`src/rtl/memcmd_pkg.sv`:
```
package memcmd_pkg;

    typedef enum logic [2:0] {
        CMD_NOP,
        CMD_ACT,
        CMD_RD,
        CMD_WR,
        CMD_PRE,
        CMD_REF
    } cmd_e;

    typedef enum logic [2:0] {
        ST_INIT,
        ST_IDLE,
        ST_RCD,
        ST_COL,
        ST_RP,
        ST_RFC
    } seq_state_e;

    // pin order {csn, rasn, casn, wen}
    localparam logic [3:0] PINS_NOP = 4'b1111;
    localparam logic [3:0] PINS_ACT = 4'b0011;
    localparam logic [3:0] PINS_RD  = 4'b0101;
    localparam logic [3:0] PINS_WR  = 4'b0100;
    localparam logic [3:0] PINS_PRE = 4'b0010;
    localparam logic [3:0] PINS_REF = 4'b0001;

    function automatic int unsigned div_ceil(input int unsigned num, input int unsigned den);
        return (num + den - 1) / den;
    endfunction

endpackage

```
`src/rtl/memcmd_pin_encoder.sv`:
```
module memcmd_pin_encoder
    import memcmd_pkg::*;
(
    input  cmd_e       cmd_i,
    output logic [3:0] pins_o
);

    always_comb begin
        case (cmd_i)
            CMD_ACT: pins_o = PINS_ACT;
            CMD_RD:  pins_o = PINS_RD;
            CMD_WR:  pins_o = PINS_WR;
            CMD_PRE: pins_o = PINS_PRE;
            CMD_REF: pins_o = PINS_REF;
            default: pins_o = PINS_NOP;
        endcase
    end

endmodule

```
`src/rtl/memcmd_refresh_timer.sv`:
```
module memcmd_refresh_timer #(
    parameter int unsigned PERIOD_CYC = 976
) (
    input  logic clk_i,
    input  logic rst_ni,
    input  logic run_i,
    input  logic clear_i,
    output logic due_o
);

    localparam int unsigned W = (PERIOD_CYC < 2) ? 1 : $clog2(PERIOD_CYC);
    localparam logic [W-1:0] LAST = W'(PERIOD_CYC - 1);

    typedef struct packed {
        logic [W-1:0] cnt;
        logic         due;
    } tmr_t;

    tmr_t tmr_d, tmr_q;

    always_comb begin
        tmr_d     = tmr_q;
        tmr_d.due = tmr_q.due & ~clear_i;
        if (run_i) begin
            if (tmr_q.cnt == LAST) begin
                tmr_d.cnt = '0;
                tmr_d.due = 1'b1;
            end else begin
                tmr_d.cnt = tmr_q.cnt + 1'b1;
            end
        end
    end

    always_ff @(posedge clk_i or negedge rst_ni) begin
        if (!rst_ni) tmr_q <= '0;
        else         tmr_q <= tmr_d;
    end

    assign due_o = tmr_q.due;

    // the due flag is only raised by a counter wrap while running
    p_due_from_wrap_r6: assert property (@(posedge clk_i) disable iff (!rst_ni)
        $rose(due_o) |-> $past(run_i));

endmodule

```
`src/rtl/memcmd_wait_counter.sv`:
```
module memcmd_wait_counter #(
    parameter int unsigned W = 6
) (
    input  logic         clk_i,
    input  logic         rst_ni,
    input  logic         load_i,
    input  logic [W-1:0] value_i,
    output logic         zero_o
);

    logic [W-1:0] cnt_d, cnt_q;

    always_comb begin
        cnt_d = cnt_q;
        if (load_i)              cnt_d = value_i;
        else if (cnt_q != '0)    cnt_d = cnt_q - 1'b1;
    end

    always_ff @(posedge clk_i or negedge rst_ni) begin
        if (!rst_ni) cnt_q <= '0;
        else         cnt_q <= cnt_d;
    end

    assign zero_o = (cnt_q == '0);

endmodule

```
`src/rtl/memcmd_sequencer.sv`:
```
module memcmd_sequencer
    import memcmd_pkg::*;
#(
    parameter int unsigned CLK_PS   = 8000,
    parameter int unsigned REFI_PS  = 7812500,
    parameter int unsigned TRFC_PS  = 350000,
    parameter int unsigned TRCD_CYC = 2,
    parameter int unsigned TRP_CYC  = 2,
    parameter int unsigned ADDR_W   = 16,
    parameter int unsigned BANK_W   = 3
) (
    input  logic              clk_i,
    input  logic              rst_ni,
    input  logic              init_done_i,
    input  logic              req_valid_i,
    input  logic              req_write_i,
    input  logic [BANK_W-1:0] req_bank_i,
    input  logic [ADDR_W-1:0] req_row_i,
    input  logic [ADDR_W-1:0] req_col_i,
    output logic              req_ready_o,
    output logic              cmd_csn_o,
    output logic              cmd_rasn_o,
    output logic              cmd_casn_o,
    output logic              cmd_wen_o,
    output logic [ADDR_W-1:0] cmd_addr_o,
    output logic [BANK_W-1:0] cmd_bank_o
);

    localparam int unsigned REFI_CYC = REFI_PS / CLK_PS;
    localparam int unsigned TRFC_CYC = div_ceil(TRFC_PS, CLK_PS);
    localparam int unsigned MAX_A    = (TRCD_CYC > TRP_CYC) ? TRCD_CYC : TRP_CYC;
    localparam int unsigned MAX_WAIT = (TRFC_CYC > MAX_A) ? TRFC_CYC : MAX_A;
    localparam int unsigned WAIT_W   = $clog2(MAX_WAIT + 1);

    localparam logic [WAIT_W-1:0] LD_RCD = WAIT_W'(TRCD_CYC - 1);
    localparam logic [WAIT_W-1:0] LD_RP  = WAIT_W'(TRP_CYC - 1);
    localparam logic [WAIT_W-1:0] LD_RFC = WAIT_W'(TRFC_CYC - 1);

    typedef struct packed {
        seq_state_e        st;
        cmd_e              cmd;
        logic [ADDR_W-1:0] addr;
        logic [BANK_W-1:0] ba;
        logic              wr;
        logic [BANK_W-1:0] bank;
        logic [ADDR_W-1:0] col;
    } seq_t;

    seq_t seq_d, seq_q;

    logic              ref_due;
    logic              ref_clear;
    logic              wait_load;
    logic [WAIT_W-1:0] wait_value;
    logic              wait_zero;
    logic [3:0]        pins;

    memcmd_refresh_timer #(
        .PERIOD_CYC (REFI_CYC)
    ) u_refresh_timer (
        .clk_i   (clk_i),
        .rst_ni  (rst_ni),
        .run_i   (seq_q.st != ST_INIT),
        .clear_i (ref_clear),
        .due_o   (ref_due)
    );

    memcmd_wait_counter #(
        .W (WAIT_W)
    ) u_wait_counter (
        .clk_i   (clk_i),
        .rst_ni  (rst_ni),
        .load_i  (wait_load),
        .value_i (wait_value),
        .zero_o  (wait_zero)
    );

    memcmd_pin_encoder u_pin_encoder (
        .cmd_i  (seq_q.cmd),
        .pins_o (pins)
    );

    assign req_ready_o = (seq_q.st == ST_IDLE) && !ref_due;

    always_comb begin
        seq_d      = seq_q;
        seq_d.cmd  = CMD_NOP;
        seq_d.addr = '0;
        seq_d.ba   = '0;
        wait_load  = 1'b0;
        wait_value = '0;
        ref_clear  = 1'b0;
        case (seq_q.st)
            ST_INIT: begin
                if (init_done_i) seq_d.st = ST_IDLE;
            end
            ST_IDLE: begin
                if (ref_due) begin
                    seq_d.cmd  = CMD_REF;
                    seq_d.st   = ST_RFC;
                    wait_load  = 1'b1;
                    wait_value = LD_RFC;
                    ref_clear  = 1'b1;
                end else if (req_valid_i) begin
                    seq_d.cmd  = CMD_ACT;
                    seq_d.addr = req_row_i;
                    seq_d.ba   = req_bank_i;
                    seq_d.wr   = req_write_i;
                    seq_d.bank = req_bank_i;
                    seq_d.col  = req_col_i;
                    seq_d.st   = ST_RCD;
                    wait_load  = 1'b1;
                    wait_value = LD_RCD;
                end
            end
            ST_RCD: begin
                if (wait_zero) begin
                    seq_d.cmd  = seq_q.wr ? CMD_WR : CMD_RD;
                    seq_d.addr = seq_q.col;
                    seq_d.ba   = seq_q.bank;
                    seq_d.st   = ST_COL;
                end
            end
            ST_COL: begin
                seq_d.cmd  = CMD_PRE;
                seq_d.ba   = seq_q.bank;
                seq_d.st   = ST_RP;
                wait_load  = 1'b1;
                wait_value = LD_RP;
            end
            ST_RP: begin
                if (wait_zero) seq_d.st = ST_IDLE;
            end
            ST_RFC: begin
                if (wait_zero) seq_d.st = ST_IDLE;
            end
            default: seq_d.st = ST_INIT;
        endcase
    end

    always_ff @(posedge clk_i or negedge rst_ni) begin
        if (!rst_ni) begin
            seq_q      <= '0;
            seq_q.st   <= ST_INIT;
            seq_q.cmd  <= CMD_NOP;
        end else begin
            seq_q <= seq_d;
        end
    end

    assign {cmd_csn_o, cmd_rasn_o, cmd_casn_o, cmd_wen_o} = pins;
    assign cmd_addr_o = seq_q.addr;
    assign cmd_bank_o = seq_q.ba;

    // ------------------------------------------------------------------
    // Pin-level protocol tracking for the assertions below
    // ------------------------------------------------------------------
    localparam int unsigned CHK_W = WAIT_W + 1;
    localparam logic [CHK_W-1:0] CHK_MAX = '1;

    logic              is_act, is_col, is_pre, is_ref;
    logic [CHK_W-1:0]  since_act_q, since_pre_q, since_ref_q;
    logic              open_q;
    logic [BANK_W-1:0] open_bank_q;

    assign is_act = (pins == PINS_ACT);
    assign is_col = (pins == PINS_RD) || (pins == PINS_WR);
    assign is_pre = (pins == PINS_PRE);
    assign is_ref = (pins == PINS_REF);

    always_ff @(posedge clk_i or negedge rst_ni) begin
        if (!rst_ni) begin
            since_act_q <= CHK_MAX;
            since_pre_q <= CHK_MAX;
            since_ref_q <= CHK_MAX;
            open_q      <= 1'b0;
            open_bank_q <= '0;
        end else begin
            since_act_q <= is_act ? CHK_W'(1) : (since_act_q == CHK_MAX ? CHK_MAX : since_act_q + 1'b1);
            since_pre_q <= is_pre ? CHK_W'(1) : (since_pre_q == CHK_MAX ? CHK_MAX : since_pre_q + 1'b1);
            since_ref_q <= is_ref ? CHK_W'(1) : (since_ref_q == CHK_MAX ? CHK_MAX : since_ref_q + 1'b1);
            if (is_act) begin
                open_q      <= 1'b1;
                open_bank_q <= cmd_bank_o;
            end else if (is_pre) begin
                open_q      <= 1'b0;
            end
        end
    end

    // before initialization completes only NOPs appear and nothing is accepted
    p_init_quiet_r1: assert property (@(posedge clk_i) disable iff (!rst_ni)
        (seq_q.st == ST_INIT) |-> (pins == PINS_NOP && !req_ready_o));

    // column command exactly tRCD after the activate, to the open bank
    p_col_after_trcd_r3: assert property (@(posedge clk_i) disable iff (!rst_ni)
        is_col |-> (open_q && cmd_bank_o == open_bank_q && since_act_q == CHK_W'(TRCD_CYC)));

    // a precharge always directly follows a column command
    p_pre_after_col_r4: assert property (@(posedge clk_i) disable iff (!rst_ni)
        is_pre |-> $past(is_col));

    // activate only to a closed device, after tRP and tRFC
    p_act_gaps_r5: assert property (@(posedge clk_i) disable iff (!rst_ni)
        is_act |-> (!open_q && since_pre_q > CHK_W'(TRP_CYC)
                    && since_ref_q > CHK_W'(TRFC_CYC)));

    // a refresh is only sent with every bank closed
    p_ref_closed_r9: assert property (@(posedge clk_i) disable iff (!rst_ni)
        is_ref |-> (!open_q && since_pre_q > CHK_W'(TRP_CYC)));

endmodule

```
`config.mk`:
```
export PLATFORM = sky130hd
export DESIGN_NAME = memcmd_sequencer
export DESIGN_NICKNAME = d
export VERILOG_FILES = /design/src/rtl/memcmd_pkg.sv /design/src/rtl/memcmd_pin_encoder.sv /design/src/rtl/memcmd_refresh_timer.sv /design/src/rtl/memcmd_wait_counter.sv /design/src/rtl/memcmd_sequencer.sv
export SDC_FILE = /design/constraint.sdc
export NUM_CORES = 1
export LEC_CHECK = 0
export BUFFER_PORTS_ARGS = -buffer_cell sky130_fd_sc_hd__buf_4
export CAP_MARGIN = 15
export CORE_AREA = 2 2 85 87
export CTS_CLUSTER_SIZE = 24
export DETAILED_ROUTE_END_ITERATION = 8
export DIE_AREA = 0 0 87 89
export PLACE_DENSITY = 0.69
export SLEW_MARGIN = 15
export SYNTH_ARGS = -nofsm -noshare
export SYNTH_HDL_FRONTEND = slang
export SYNTH_HIERARCHICAL = 1
export SYNTH_SLANG_ARGS = --single-unit
export TNS_END_PERCENT = 50
```
`constraint.sdc`:
```
create_clock -name clk_i -period 5.25 [get_ports clk_i]
set_input_delay 0.525 -clock clk_i [delete_from_list [all_inputs] [get_ports clk_i]]
set_output_delay 0.525 -clock clk_i [all_outputs]
set_load 0.01 [all_outputs]
```
**Word-level counts from Yosys, hierarchy flattened**

Index checks and enable logic that the tools add are counted.

- Multipliers: 0
- Reduce and logical (&&, ||, !) cells: 10
- Equal/unequal tests: 15
- $add $sub $neg: 2
- Order comparisons: 0
- Bitwise logic cells: 3
- Shift-type cells: 0
- Div/mod/pow operators: 0
- Muxes and demuxes: 25

Operators by type and width:

| cell | number |
|---|---|
| 45-bit 2-to-1 mux | 1 |
| 39-bit 2-to-1 mux | 1 |
| 16-bit case mux with 2 select lines | 1 |
| 25-bit 2-to-1 mux | 1 |
| 6-bit 2-to-1 mux | 4 |
| 4-bit case mux with 5 select lines | 1 |
| 3-bit case mux with 3 select lines | 2 |
| 3-bit case mux with 5 select lines | 1 |
| 3-bit by 2-bit equality test with 1-bit output, second input constant | 4 |
| 3-bit equality test, second input constant | 4 |
| 6-bit case mux with 2 select lines | 1 |
| 10-bit by 1-bit adder with 10-bit output, second input constant | 1 |
| 10-bit equality test, second input constant | 1 |
| 10-bit 2-to-1 mux | 1 |
| 1-bit 2-to-1 mux | 8 |
| 3-bit by 1-bit equality test with 1-bit output, second input constant | 2 |
| 6-bit logical NOT | 1 |
| 3-bit 2-to-1 mux | 2 |
| 6-bit nonzero test | 1 |
| 6-bit by 1-bit subtractor with 6-bit output, second input constant | 1 |
| 2-bit by 1-bit inequality test with 1-bit output, second input constant | 2 |
| 4-bit AND reduction | 1 |
| 3-bit logical NOT | 1 |
| 3-bit by 2-bit inequality test with 1-bit output, second input constant | 1 |
| other kinds (10) | 11 |

- Logic and storage cells: 65
- Latch bits: 0
- Memories: 0
- Register bits: 62
- Output and inout port bits: 24
- Memory bits (writable): 0
- Bits in read-only memories: 0

**Logic depth before layout (Yosys ltp)**

Gate-level depths: netlist of the first run.

- Depth after elaboration: 6
- Depth in mapped cells: 8

**Modules after synthesis**

Netlist of the first run, hierarchy kept.

Modules (own cells, without submodules):

| module | sequential area each (sq um) | cells each | times used | area each (sq um) |
|---|---|---|---|---|
| memcmd_sequencer | 1126.1 | 141 | 1 | 1943.1 |
| memcmd_refresh_timer | 275.3 | 63 | 1 | 596.8 |
| memcmd_wait_counter | 150.1 | 40 | 1 | 400.4 |
| memcmd_pin_encoder | 0.0 | 8 | 1 | 53.8 |

**Worst setup path before layout of the first run**

Ideal clock, no wire load.

- Path kind: register -> register
- Start: reg seq_q[44] (netlist name)
- End: reg u_refresh_timer/tmr_q[8] (netlist name)
- Period minus slack after synthesis: 1.804 ns
- Buffers on the path: 2
- Slack: 3.446 ns
- Arrival: 1.680 ns
- Cell stages (with the launch flop): 8
- Data required time: 5.126 ns
- Library setup time: 0.124 ns
- Cell sequence: dfrtp_1 -> buf_2 -> or3_1 -> buf_4 -> nand3_1 -> nor3_4 -> and3b_2 -> a211o_1

- Cells in the longest elaborated chain, start to end: 1

Ends and longest elaborated chain:

| what | RTL line | text |
|---|---|---|
| start: declaration | memcmd_sequencer.sv:49 | `seq_t seq_d, seq_q;` |
| start signal: assignment | memcmd_sequencer.sv:147 | `seq_q <= seq_d;` |
| 3-bit nonzero test | memcmd_sequencer.sv:63 | `.run_i (seq_q.st != ST_INIT),` |
| end signal: assignment | memcmd_refresh_timer.sv:36 | `else tmr_q <= tmr_d;` |
| end: declaration | memcmd_refresh_timer.sv:19 | `tmr_t tmr_d, tmr_q;` |

No other way between the ends.
A chain may end at the register's enable or synchronous reset.

==> results of run 1 <==
state kept, by name, indices dropped and copies added, names as in the netlist:
register,flops
seq_q,26
cmd_addr_o,16
u_refresh_timer/tmr_q,10
u_wait_counter/cnt_q,6
cmd_bank_o,3
u_refresh_timer/due_o,1
final cells by class:
type	count	area, um^2
clock buffers	9	124
clock inverters	7	73.8
fillers	581	3210
inverters	10	37.5
multi-input cells	149	1150
flip-flops and latches	62	1550
well taps	80	100
repair buffers	63	473
final timing paths:
check	from	to	slack, ns	depth (start not counted)
worst max-delay path	u_wait_counter/cnt_q[4]	cmd_addr_o[9]	3.04	4
worst min-delay path	rst_ni	u_refresh_timer/tmr_q[7]	0.25	1
worst max register to register	u_wait_counter/cnt_q[4]	cmd_addr_o[9]	3.04	4
worst min register to register	seq_q[18]	cmd_bank_o[2]	0.49	1
max in group asynchronous	rst_ni	seq_q[41]	4.49	1
min in group clk_i	req_row_i[0]	cmd_addr_o[0]	0.40	2
through the flow:
step                worst slack (ns)  instances
finish                          3.04        380
floorplan                       3.45        253
detailed placement              3.03        364
CTS                             3.03        380
global placement                3.12        364
global route                    2.93        380
routing by layer:
layer / vias up / share of wire (%)
li1: 966 / -
met5: - / 0
met2: 54 / 49
met1: 949 / 45
met4: 0 / 0.91
met3: 4 / 5.3
layout by cell type, fill, tap and decap left out, drive strengths merged, types with 2 or more instances in the layout:
| cell type | count |
|---|---|
| a21oi | 10 |
| a221oi | 2 |
| a22o | 19 |
| a311oi | 2 |
| a31oi | 3 |
| and2 | 2 |
| and3 | 3 |
| and3b | 2 |
| buf | 63 |
| clkbuf | 9 |
| clkinv | 4 |
| conb | 2 |
| dfrtp | 62 |
| ha | 3 |
| inv | 11 |
| mux2 | 21 |
| nand2 | 18 |
| nand2b | 3 |
| nand3 | 4 |
| nor2 | 11 |
| nor2b | 2 |
| nor3 | 6 |
| nor4b | 2 |
| o21ai | 3 |
| o22ai | 2 |
| o31ai | 4 |
| xnor2 | 5 |
where the power goes:
group	switching, mW	internal (mW)
Sequential	0.144	0.648
Combinational	0.266	0.313
Clock	0.194	0.220
Total	0.604	1.18
Yosys cell counts (all sizes together) (2+ instances only):
cell,instances
dfrtp,62
mux2,21
ha,3
and3,3
a31oi,3
nor2b,2
nor3,6
nor4b,2
a22o,19
a21oi,10
nor2,11
o31ai,4
o21ai,3
buf,29
nand3,4
xnor2,5
o22ai,2
clkbuf,3
a221oi,2
nand2,18
nand2b,3
and2,2
inv,10
a311oi,2
and3b,2
kinds of logic (layout without fill, tap and decap cells):
group | count (synthesis) | after routing
multiplexers | 22 | 22
adder cells (fa/ha/maj) | 3 | 3
AND/OR/NAND/NOR | 62 | 62
XOR/XNOR | 5 | 5
other | 1 | 2
AO/OA/AOI/OAI | 55 | 55
flip-flops | 62 | 62
buffers and inverters | 42 | 89
==> results.toml, run 1 <==
[run_status]
status = "finished clean"

[critical_path]
path_cells = "nor4_2, and2_4, nor4bb_4, a22o_1"
timing.critical_path.buf_inv = 0
cp.arrival_ns = 2.48
slowest_delay_ns = 0.81
cp_max_fo = 18
required_ns = 5.52
critPathCaptureType = "flip-flop"
cp-start-kind = "flip-flop"
critPathTopFamily = "simple AND/OR/NAND/NOR gates"
crit_slowest_cell = "nor4bb_4"
worst-setup-path-type = "flip-flop to flip-flop"

[placement]
portBuffers = 63
place.gp.congestion = 0.808
place_area_um2 = 3310
place_hpwl_um = 3660

[power]
finalPower_mw = 1.79
vdd_drop_max_mv = 0.222
p_leak_nw = 1.62
power.density_nw_per_um2 = 508

[cts]
clk_latency_ns = 0.34
root_buffer = "clkbuf_8"
clockBufferDepth = 2
cts_hold_buf = 0
cts_buffers = 9
post_cts_resized = 0
cts_setup_buffers = 0
ctsHtreeMaxLevel = 3
path_clk_slew_ns = 0.07
tritoncts = "done"
cts_sinks = 62

[sta]
hold_viol = 0
fin_crit_ns = 2.21
drv_slew = 0
fmax_mhz = 453
rsz0062_at_grt = "no"
holdWs_ns = 0.253
setup_tns_ns = 0
relSlewSlack_pct = 35.7
finalSetupViolations = 0
skew_ns = 0.00682
period_share_pct = 42.0
worst_pin_slew_ns = 0.963

[synthesis]
ys_async_sr_fraction_pct = 100
synth_top_family_by_area = "compound AO/OA/AOI/OAI gates"
yosys_register_bits = 62
synth_xor_area_share_pct = 1.46
synth_area_per_cell_um2 = 11.9
synth_top_cell_area_share_pct = 51.8
synth_area_um2 = 2990
synthFlopType = "dfrtp_1"
post_synth_and_or_nand_nor_area_fraction_pct = 12.6
synth-adder-area-share_pct = 1.25
synthCells = 252
synth.area.top_cells = "dfrtp_1 52%, mux2_2 7.5%, a22o_1 5.6%"
synth_edf_count = 0
yosysWarnings = 6
synth.distinct_cells = 58
yosysSeqAreaShare_pct = 51.8
synthMuxAreaShare_pct = 8.23
synth_compound_area_share_pct = 14.2
synth.largest_area_cell = "dfrtp_1"

[grt]
busiest_layer = "met2"
grt_overflow_total = 0
use_met3_pct = 4.52
grt_pass1_vias = 1832
grt_start_max_net_pins = 63
grt_use_total_pct = 14.3
grt_util_met2_pct = 23.0
antenna_found_initial = 0
gr-usage-met1_pct = 17.2
grt_pass1_wl_um = 8360

[layout]
nets = 338
antenna_cells = 0
area_delta_synth_final_pct = 17.3
finalInstanceArea_um2 = 3510
drive_above_1_share_pct = 38.0
utilization_pct = 52.3

[route]
drtPass1Iterations = 5
drcViolationCount = 0
viasPerCell = 5.19
wl_um = 5280
drt-initial-drc-count = 117
ant_nets = 0
wl_per_cell_um = 13.9
vias = 1973

[die]
start_util_pct = 44.6
dieArea_um2 = 7740
ios = 64
core_um2 = 6720
rows = 30
die_h_um = 89
die_w_um = 87

[flow_run]
maxCapViolCount = 0

[hold_path]
hp-class = "primary input to async pin"
Power figures use the tool's default switching activity.
==> run 2: changes to the inputs <==
- PLACE_DENSITY: 0.69 -> 0.71
- clock period: 5.25 -> 1.9 ns (I/O delays scaled with it)
==> run 2 against run 1 <==
  * Clock power grew to 2.7 times the previous value
  * Count of clock-buffer cells in the layout unchanged
  * Setup slack lost 2.9 ns
  * Fmax increased by 23%
  * Highest routed layer unchanged
==> results.toml, run 2 (synthesis results as in run 1) <==
[run_status]
status = "finished clean"

[grt]
grt_start_max_net_pins = 63
grt_pass1_wl_um = 8430
grt_use_total_pct = 14.2
grt_pass1_vias = 1885
grt_overflow_total = 0
antenna_found_initial = 0

[power]
seqPwrFrac_pct = 43.0
p_leak_nw = 1.67
p_int_mw = 3.34
p_sw_mw = 1.68
swShare_pct = 33.4
pwr-share-clk_pct = 22.5
pwr-share-comb_pct = 34.5
vdd_drop_max_mv = 0.591
power.density_nw_per_um2 = 1390

[sta]
drv_slew = 0
skew_ns = 0.00745
fmax_mhz = 560
finalSetupViolations = 0
period_share_pct = 94.1
setup_tns_ns = 0
holdWs_ns = 0.0681
relSlewSlack_pct = 49.8
worst_slack_ns = 0.113
hold_viol = 0
rsz0062_at_grt = "no"
fin_crit_ns = 1.79
worst_pin_slew_ns = 0.753

[critical_path]
slowest_delay_ns = 0.45
required_ns = 2.18
worst-setup-path-type = "flip-flop to flip-flop"
crit_slowest_cell = "dfrtp_1"
critPathCaptureType = "flip-flop"
cp-start-kind = "flip-flop"
cp_max_fo = 14
cp.arrival_ns = 2.06
path_cells = "nor4_4, and2_4, nor4bb_4, buf_4, a22o_1"

[die]
rows = 30
dieArea_um2 = 7740
die_w_um = 87
die_h_um = 89
core_um2 = 6720
start_util_pct = 44.6
ios = 64

[layout]
final_common_cell = "buf_4"
area_delta_synth_final_pct = 20.4
largest_register_ffs = 26
fillers = 584
nets = 349
final_cell_mix = "73 x buf_4, 62 x dfrtp_1, 20 x mux2_2"
regMostFlops = "seq_q"
drive_above_1_share_pct = 39.9
antenna_cells = 0

[flow_run]
maxCapViolCount = 0

[cts]
cts_buffers = 9
ctsHtreeMaxLevel = 3
clk_latency_ns = 0.34
path_clk_slew_ns = 0.07
root_buffer = "clkbuf_8"
cts_sinks = 62
clockBufferDepth = 2
tritoncts = "done"

[placement]
portBuffers = 63
dp_slack_ns = 0.0867
place_hpwl_um = 3620
place.gp.congestion = 0.789

[hold_path]
hp-class = "primary input to flip-flop"

[route]
vias = 2022
drcViolationCount = 0
viasPerCell = 5.17
wl_um = 5180
ant_nets = 0
wl_per_cell_um = 13.2
drtPass1Iterations = 4
drt-initial-drc-count = 145
run 2: cell types whose count changed in the layout (fill, tap and decap cells not counted):
cell	previous run	this run
clkinvlp_4	1	2
nor4_2	1	0
nor4_4	0	1
dlygate4sd3_1	0	1
buf_4	63	73
clkinv_4	2	1
run 2: cell type report:
| cell class | count | area (um^2) | share of cell area (%) |
|---|---|---|---|
| multi-input combinational | 149 | 1160 | 32.2 |
| inverter | 10 | 37.5 | 1.04 |
| clock buffer | 9 | 124 | 3.44 |
| clock inverter | 7 | 72.6 | 2.01 |
| sequential | 62 | 1550 | 43.0 |
| tap | 80 | 100 | 2.78 |
| timing repair buffer | 74 | 558 | 15.5 |
run 2: metal layers:
metal	vias to the layer above	wire, um	GRT usage, %
met2	50	2570	24.1
met1	971	2250	16.4
met3	7	286	5.45
met5	-	0	0
li1	994	-	-
met4	0	65	5.11
run 2: what timing repair did:
action | in CTS | in global routing
endpoints found under the hold margin | 62 | 0
buffers inserted | 0 | 0
resized for setup | 0 | 1
setup endpoints to repair | 0 | 14
hold buffers | 1 | 0
run 2: power by group through the flow:
stage	Combinational (mW)	Clock, mW	Sequential, mW
2_1_floorplan	1.47	0	2.06
3_3_place_gp	1.68	0	2.15
3_5_place_dp	1.73	0	2.17
4_1_cts	1.74	1.16	2.15
5_1_grt	1.92	1.22	2.24
6_report	1.73	1.13	2.16
run 2: worst paths after layout:
| kind | startpoint | to | slack, ns | cells past startpoint |
|---|---|---|---|---|
| max | u_wait_counter/cnt_q[2] | cmd_addr_o[1] | 0.11 | 5 |
| min | req_row_i[9] | cmd_addr_o[9] | 0.07 | 2 |
| max reg2reg | u_wait_counter/cnt_q[2] | cmd_addr_o[1] | 0.11 | 5 |
| min reg2reg | seq_q[13] | cmd_addr_o[13] | 0.50 | 1 |
| max in group asynchronous | rst_ni | cmd_addr_o[4] | 0.94 | 2 |
| min in group asynchronous | rst_ni | u_refresh_timer/tmr_q[6] | 0.45 | 2 |
run 2: worst max-delay path, delay by kind of cell, from the launching register on:
kind / cells / cell delay, ns
DFF: 1 / 0.45
AOI/OAI and AO/OA: 1 / 0.16
buffers and inverters: 1 / 0.25
and+or+nand+nor: 3 / 0.86
run 2: stage by stage:
step	utilization (%)	power [mW]	cells	area, um^2
floorplan	-	3.53	253	3000
global placement	50.4	3.83	374	3390
detailed placement	50.4	3.90	374	3390
CTS	53.5	5.05	391	3600
global route	53.6	5.38	391	3600
finish	53.6	5.02	391	3600
